===== config.mk =====
export PLATFORM = sky130hd
export DESIGN_NAME = nibble_reg_bridge
export DESIGN_NICKNAME = d
export VERILOG_FILES = /design/src/rtl/nrb_pkg.sv /design/src/rtl/nrb_ctrl.sv /design/src/rtl/nrb_datapath.sv /design/src/rtl/nibble_reg_bridge.sv
export SDC_FILE = /design/constraint.sdc
export NUM_CORES = 1
export LEC_CHECK = 0
export ABC_AREA = 1
export BUFFER_PORTS_ARGS = -buffer_cell sky130_fd_sc_hd__buf_2
export CORE_MARGIN = 2
export CORE_UTILIZATION = 55
export DETAILED_ROUTE_END_ITERATION = 6
export PLACE_DENSITY = 0.76
export SYNTH_ARGS = -nofsm -noshare
export SYNTH_HDL_FRONTEND = slang
export SYNTH_SLANG_ARGS = --single-unit

===== constraint.sdc =====
create_clock -name clk -period 2.8 [get_ports clk]
set_clock_uncertainty 0.15 [all_clocks]
set_input_delay 0.56 -clock clk [delete_from_list [all_inputs] [get_ports clk]]
set_output_delay 0.56 -clock clk [all_outputs]
set_load 0.01 [all_outputs]

===== src/rtl/nrb_pkg.sv =====
package nrb_pkg;
  localparam int NIB_W  = 4;
  localparam int DATA_W = 2 * NIB_W;
  localparam int ADDR_W = 2 * NIB_W;

  typedef enum logic [NIB_W-1:0] {
    CMD_PTR_LO   = 4'h0,
    CMD_PTR_HI   = 4'h1,
    CMD_DAT_LO   = 4'h2,
    CMD_DAT_HI   = 4'h3,
    CMD_RD       = 4'h4,
    CMD_RD_STEP  = 4'h5
  } cmd_e;

  typedef struct packed {
    logic             setPtrLo;
    logic             setPtrHi;
    logic             setDatLo;
    logic             commitWrite;
    logic             loadRead;
    logic             stepPtr;
    logic [NIB_W-1:0] nib;
  } strobe_t;
endpackage


===== src/rtl/nrb_ctrl.sv =====
module nrb_ctrl
  import nrb_pkg::*;
(
  input  logic              clk,
  input  logic              rst,
  input  logic [DATA_W-1:0] inByte,
  input  logic              inValid,
  output logic              inReady,
  input  logic              outReady,
  output logic              outValid,
  output strobe_t           stb
);
  logic outValidQ;
  logic accept;
  cmd_e code;

  assign inReady  = !outValidQ;
  assign outValid = outValidQ;
  assign accept   = inValid && inReady;
  assign code     = cmd_e'(inByte[DATA_W-1:NIB_W]);

  always_comb begin
    stb     = '0;
    stb.nib = inByte[NIB_W-1:0];
    if (accept) begin
      case (code)
        CMD_PTR_LO:  stb.setPtrLo    = 1'b1;
        CMD_PTR_HI:  stb.setPtrHi    = 1'b1;
        CMD_DAT_LO:  stb.setDatLo    = 1'b1;
        CMD_DAT_HI:  stb.commitWrite = 1'b1;
        CMD_RD:      stb.loadRead    = 1'b1;
        CMD_RD_STEP: begin
          stb.loadRead = 1'b1;
          stb.stepPtr  = 1'b1;
        end
        default: ;
      endcase
    end
  end

  always_ff @(posedge clk) begin
    if (rst)               outValidQ <= 1'b0;
    else if (stb.loadRead) outValidQ <= 1'b1;
    else if (outReady)     outValidQ <= 1'b0;
  end

  // an accepted read raises outValid on the next cycle
  assert_read_raises_valid_R4: assert property (@(posedge clk) disable iff (rst)
    (inValid && inReady && inByte[DATA_W-1:NIB_W] inside {4'h4, 4'h5}) |=> outValid);

  // an ignored code produces no output byte
  assert_ignored_code_silent_R7: assert property (@(posedge clk) disable iff (rst)
    (inValid && inReady && inByte[DATA_W-1:NIB_W] > 4'h5) |=> !outValid);

  // no command takes effect while a byte waits
  assert_no_strobe_when_waiting_R8: assert property (@(posedge clk) disable iff (rst)
    outValid |-> !(stb.setPtrLo || stb.setPtrHi || stb.setDatLo || stb.commitWrite || stb.loadRead));

  // outValid drops after the consumer takes the byte
  assert_drop_after_take_R8: assert property (@(posedge clk) disable iff (rst)
    (outValid && outReady) |=> !outValid);
endmodule


===== src/rtl/nrb_datapath.sv =====
module nrb_datapath
  import nrb_pkg::*;
#(
  parameter int NUM_REGS   = 16,
  parameter bit WRITE_STEP = 1'b1
) (
  input  logic              clk,
  input  logic              rst,
  input  strobe_t           stb,
  output logic [DATA_W-1:0] outByte
);
  localparam int IDX_W = (NUM_REGS > 1) ? $clog2(NUM_REGS) : 1;

  logic [ADDR_W-1:0] ptr;
  logic [NIB_W-1:0]  datLo;
  logic [DATA_W-1:0] regs [NUM_REGS];
  logic [IDX_W-1:0]  ptrIdx;
  logic              inRange;
  logic              wrEn;
  logic              stepNow;
  logic [DATA_W-1:0] rdByte;

  assign ptrIdx  = ptr[IDX_W-1:0];
  assign inRange = {1'b0, ptr} < (ADDR_W+1)'(NUM_REGS);
  assign wrEn    = stb.commitWrite && inRange;
  assign rdByte  = inRange ? regs[ptrIdx] : '0;

  generate
    if (WRITE_STEP) begin : g_write_steps
      assign stepNow = stb.stepPtr || stb.commitWrite;
    end else begin : g_write_holds
      assign stepNow = stb.stepPtr;
    end
  endgenerate

  always_ff @(posedge clk) begin
    if (rst) begin
      ptr   <= '0;
      datLo <= '0;
    end else begin
      if (stb.setPtrLo)      ptr[NIB_W-1:0]      <= stb.nib;
      else if (stb.setPtrHi) ptr[ADDR_W-1:NIB_W] <= stb.nib;
      else if (stepNow)      ptr                 <= ptr + ADDR_W'(1);
      if (stb.setDatLo)      datLo               <= stb.nib;
    end
  end

  always_ff @(posedge clk) begin
    for (int r = 0; r < NUM_REGS; r++) begin
      if (rst)
        regs[r] <= '0;
      else if (wrEn && ptrIdx == IDX_W'(r))
        regs[r] <= {stb.nib, datLo};
    end
  end

  always_ff @(posedge clk) begin
    if (rst)               outByte <= '0;
    else if (stb.loadRead) outByte <= rdByte;
  end

  // low pointer load keeps the high half
  assert_ptr_lo_load_R2: assert property (@(posedge clk) disable iff (rst)
    stb.setPtrLo |=> (ptr[ADDR_W-1:NIB_W] == $past(ptr[ADDR_W-1:NIB_W])) && (ptr[NIB_W-1:0] == $past(stb.nib)));

  // high pointer load keeps the low half
  assert_ptr_hi_load_R2: assert property (@(posedge clk) disable iff (rst)
    stb.setPtrHi |=> (ptr[NIB_W-1:0] == $past(ptr[NIB_W-1:0])) && (ptr[ADDR_W-1:NIB_W] == $past(stb.nib)));

  // committed write lands in the addressed register
  assert_write_lands_R3: assert property (@(posedge clk) disable iff (rst)
    (stb.commitWrite && inRange) |=> regs[$past(ptrIdx)] == $past({stb.nib, datLo}));

  // stepping read advances the pointer by one
  assert_read_step_R5: assert property (@(posedge clk) disable iff (rst)
    stb.stepPtr |=> ptr == $past(ptr) + ADDR_W'(1));

  // out-of-range read returns zero
  assert_oor_read_zero_R6: assert property (@(posedge clk) disable iff (rst)
    (stb.loadRead && !inRange) |=> outByte == '0);
endmodule


===== src/rtl/nibble_reg_bridge.sv =====
module nibble_reg_bridge
  import nrb_pkg::*;
#(
  parameter int NUM_REGS   = 16,
  parameter bit WRITE_STEP = 1'b1
) (
  input  logic       clk,
  input  logic       rst,
  input  logic [7:0] inByte,
  input  logic       inValid,
  output logic       inReady,
  output logic [7:0] outByte,
  output logic       outValid,
  input  logic       outReady
);
  strobe_t stb;

  nrb_ctrl i_ctrl (
    .clk      (clk),
    .rst      (rst),
    .inByte   (inByte),
    .inValid  (inValid),
    .inReady  (inReady),
    .outReady (outReady),
    .outValid (outValid),
    .stb      (stb)
  );

  nrb_datapath #(
    .NUM_REGS   (NUM_REGS),
    .WRITE_STEP (WRITE_STEP)
  ) i_datapath (
    .clk     (clk),
    .rst     (rst),
    .stb     (stb),
    .outByte (outByte)
  );

  // reset leaves the output idle and the input open
  assert_reset_idle_R1: assert property (@(posedge clk)
    rst |=> (!outValid && inReady));

  // a waiting byte stays valid and stable until taken
  assert_hold_until_taken_R8: assert property (@(posedge clk) disable iff (rst)
    (outValid && !outReady) |=> (outValid && $stable(outByte)));
endmodule


==> impl_metrics.py <==
metrics = {
    "clocking": {
        "clk_path_buf_depth": 2,
        "postCtsHoldBufs": 0,
        "post_cts_buffers": 0,
        "clk-insertion-delay-late_ps": 420,
        "cts_buffers": 17,
        "cts_root_buf": "sky130_fd_sc_hd__clkbuf_16",
        "cts_repair_resize_count": 0,
        "clock_sinks": 153,
        "cts_tree": "done",
        "clkSlewWorstSetupHoldPaths_ps": 60,
        "ctsHtreeMaxLevel": 4,
    },
    "worst_setup_path": {
        "arrival_ps": 2090,
        "timing.critical_path.slowest_stage_cell": "sky130_fd_sc_hd__dfxtp_1",
        "r2r_setup_slack_ps": 640,
        "timing.critical_path.from": "i_ctrl.outValid",
        "r2r-start": "i_ctrl.outValid",
        "worstPathRequired_ps": 2730,
        "slowest_stage_delay_cp_ps": 370,
        "category_of_the_most_critical_setup_path": "flip-flop to flip-flop",
        "crit-reg2reg-capture": "i_datapath.regs[12][5]",
        "cp-start-kind": "flip-flop",
        "setup.worst_path.end_class": "flip-flop",
        "critical_path.cell_chain": "nor2_4 -> nand4_4 -> nor2_8 -> inv_6 -> nor2_8 -> nand2_1 -> nand2_1",
        "crit_fanout": 8,
        "reg2reg_depth": 7,
    },
    "yosys": {
        "post-synth-top-area-cell": "sky130_fd_sc_hd__edfxtp_1",
        "synthesis.nets": 904,
        "yosysWarningCount": 0,
        "netlist_instances": 888,
        "synth-async-reset-ratio_pct": 0,
        "postSynthAreaPerCell_um2": 8.69,
        "synth_top_cell_area_share_pct": 49.8,
        "synth.yosys.seq_area_share_pct": 56.3,
        "synth_flop_cell": "sky130_fd_sc_hd__edfxtp_1",
        "synthTopCellsByArea": "sky130_fd_sc_hd__edfxtp_1 (50%), sky130_fd_sc_hd__nand2_1 (11%), sky130_fd_sc_hd__nor2_1 (6.9%)",
        "synth_enable_flop_cells": 128,
        "yosys.cell_types.count": 27,
        "netlist_area_mm2": 0.00772,
        "synth_seq_cells": 153,
    },
    "sta": {
        "hold_violations": 0,
        "tightest_slew_ps": 882,
        "min_clock_period_post_route_ps": 2160,
        "final-max-slew-violation-count": 0,
        "timing.final.crit_share_pct": 77.1,
        "worst_slack_ps": 642,
        "final-setup-viol-count": 0,
        "max-slew-margin-rel_pct": 40.8,
        "max_clock_freq_mhz": 463,
        "setup_tns_ps": 0,
        "rsz0062_at_grt": "no",
    },
    "hold_path": {
        "min_from": "outReady",
        "worst_hold_path_type": "input port to flip-flop",
        "min_to": "i_ctrl.outValid",
        "worst_hold_path.num_cells": 4,
    },
    "placed_design": {
        "dpl_worst_slack_ps": 363,
        "place.detailed.instances": 1061,
        "dpl_cell_area_mm2": 0.00800,
        "place.port_buffers": 21,
        "routability_congestion_estimate": 0.857,
        "dp.final_hpwl_um": 11600,
    },
    "detailed_routing": {
        "met3_wirelength_um": 1530,
        "via_per_inst": 5.37,
        "dr_total_vias": 5865,
        "drt_wl_total_um": 18000,
        "wl_met2_um": 8490,
        "detailedRoute.firstPassIterationCount": 5,
        "remaining_drc_errors": 0,
        "detail_route.wirelength.met1_um": 7400,
        "antenna_left": 0,
        "detail_route.wl_per_cell_um": 16.5,
        "dr.first_iter.drc_count": 732,
        "routed.top_layer": "met4",
    },
    "floorplan": {
        "row_count": 43,
        "io_pins": 22,
        "die_w_um": 122,
        "placeable_core_region_mm2": 0.0138,
        "design.die.area_mm2": 0.0150,
        "starting_density_of_the_core_pct": 56.1,
        "die_height_um": 122,
    },
    "layout": {
        "antennaDiodeCount": 0,
        "final_nets": 916,
        "finish.instance_area_mm2": 0.00856,
        "areaGrowthSynthToFinish_pct": 10.8,
        "layout.cells.non_filler": 1093,
        "layout.filler_cells": 1182,
        "post_route_cells_drive_above_1_share_pct": 11.2,
    },
    "grt": {
        "grt_start_max_net_pins": 65,
        "grt_pass1_vias": 5483,
        "global_route.overflow_total": 0,
        "initial_antenna_violation_count": 0,
        "globalRouteTotalUtil_pct": 25.7,
        "grt_pass1_wl_um": 28400,
    },
    "pwr": {
        "power.ir.vdd_worst_mv": 0.412,
        "pwr_density_cell_mw_per_mm2": 603,
        "p_leak_nw": 3.57,
    },
    "run_status": {
        "outcome": "completed",
    },
    "job": {
        "maxCapViolations": 0,
    },
}
==> cell type report <==
type	instances	area [um2]	share of cell area (%)
sequential	153	4350	50.8
multi-input combinational	565	2720	31.8
inverter	132	500	5.85
clock buffer	18	429	5.02
tap	180	225	2.63
timing repair buffer	31	205	2.40
clock inverter	14	130	1.52
==> Yosys cell counts (2+ instances only) <==
library cell,count
sky130_fd_sc_hd__nand4_4,2
sky130_fd_sc_hd__buf_2,9
sky130_fd_sc_hd__nand3_4,12
sky130_fd_sc_hd__dfxtp_1,25
sky130_fd_sc_hd__nand3_1,106
sky130_fd_sc_hd__clkinv_1,8
sky130_fd_sc_hd__nor2_4,3
sky130_fd_sc_hd__inv_2,5
sky130_fd_sc_hd__nor2_8,6
sky130_fd_sc_hd__nor2_1,142
sky130_fd_sc_hd__nand2_1,235
sky130_fd_sc_hd__o21ai_0,15
sky130_fd_sc_hd__a21oi_1,16
sky130_fd_sc_hd__inv_1,118
sky130_fd_sc_hd__clkbuf_1,28
sky130_fd_sc_hd__nor2_2,11
sky130_fd_sc_hd__nand4_1,7
sky130_fd_sc_hd__ha_1,4
sky130_fd_sc_hd__edfxtp_1,128
==> cells in the final DEF, fill, tap and decap left out, types with 12 or more instances in the layout <==
cell type	synthesis	final
sky130_fd_sc_hd__nand2_1	235	235
sky130_fd_sc_hd__clkbuf_16	0	17
sky130_fd_sc_hd__dfxtp_1	25	24
sky130_fd_sc_hd__inv_1	118	118
sky130_fd_sc_hd__a21oi_1	16	16
sky130_fd_sc_hd__edfxtp_1	128	128
sky130_fd_sc_hd__nand3_4	12	12
sky130_fd_sc_hd__o21ai_0	15	15
sky130_fd_sc_hd__clkinv_1	8	12
sky130_fd_sc_hd__buf_2	9	21
sky130_fd_sc_hd__nor2_1	142	142
sky130_fd_sc_hd__nand3_1	106	106
==> kinds of logic (layout without fill, tap and decap cells) <==
group,after synthesis,after routing,synth area share (%)
AND/OR/NAND/NOR,528,528,32.4
buffers and inverters,170,195,8.48
flip-flops,153,153,56.3
AO/OA/AOI/OAI,32,32,2.07
adder cells (fa/ha/maj),4,4,0.648
XOR/XNOR,1,1,0.113
==> layer usage <==
| layer | global-route usage (%) | vias up |
|---|---|---|
| met5 | 0 | - |
| met4 | 12.3 | 0 |
| met3 | 5.48 | 52 |
| met2 | 41.0 | 291 |
| met1 | 33.5 | 2670 |
| li1 | - | 2852 |
==> power breakdown <==
| group | switching (mW) | internal, mW |
|---|---|---|
| registers | 0.0355 | 2.53 |
| clock network | 0.907 | 1.30 |
| logic | 0.281 | 0.104 |
| total | 1.22 | 3.94 |
==> worst max-delay path, delay by kind of cell, from the launching register on <==
family / cells / cell delay (ps)
and+or+nand+nor: 6 / 1200
DFF: 1 / 370
buffers and inverters: 1 / 90
==> metrics by stage <==
stage	power, mW	hold WS [ps]	utilization, %
after CTS	5.17	249	62.1
final	5.16	264	62.1
after global placement	2.99	300	58.1
after detailed placement	3.00	304	58.1
after floorplan	2.88	339	-
after global routing	5.32	278	62.1
==> registers in the layout, indices dropped and copies added (netlist names), named ones only <==
signal and cells:
i_datapath.regs 128, i_datapath.outByte 8, i_datapath.ptr 8, i_datapath.datLo 4, i_ctrl.outValid 1
==> worst max-delay path by stage <==
stage	to	slack, ps	cells after the start
6_report	i_datapath.regs[12][5]	640	7
2_1_floorplan	i_datapath.regs[15][0]	480	6
5_1_grt	i_datapath.regs[15][7]	440	6
3_3_place_gp	i_datapath.regs[12][5]	440	8
4_1_cts	i_datapath.regs[12][5]	640	7
3_5_place_dp	i_datapath.regs[12][5]	360	8
Power figures use the tool's default switching activity.
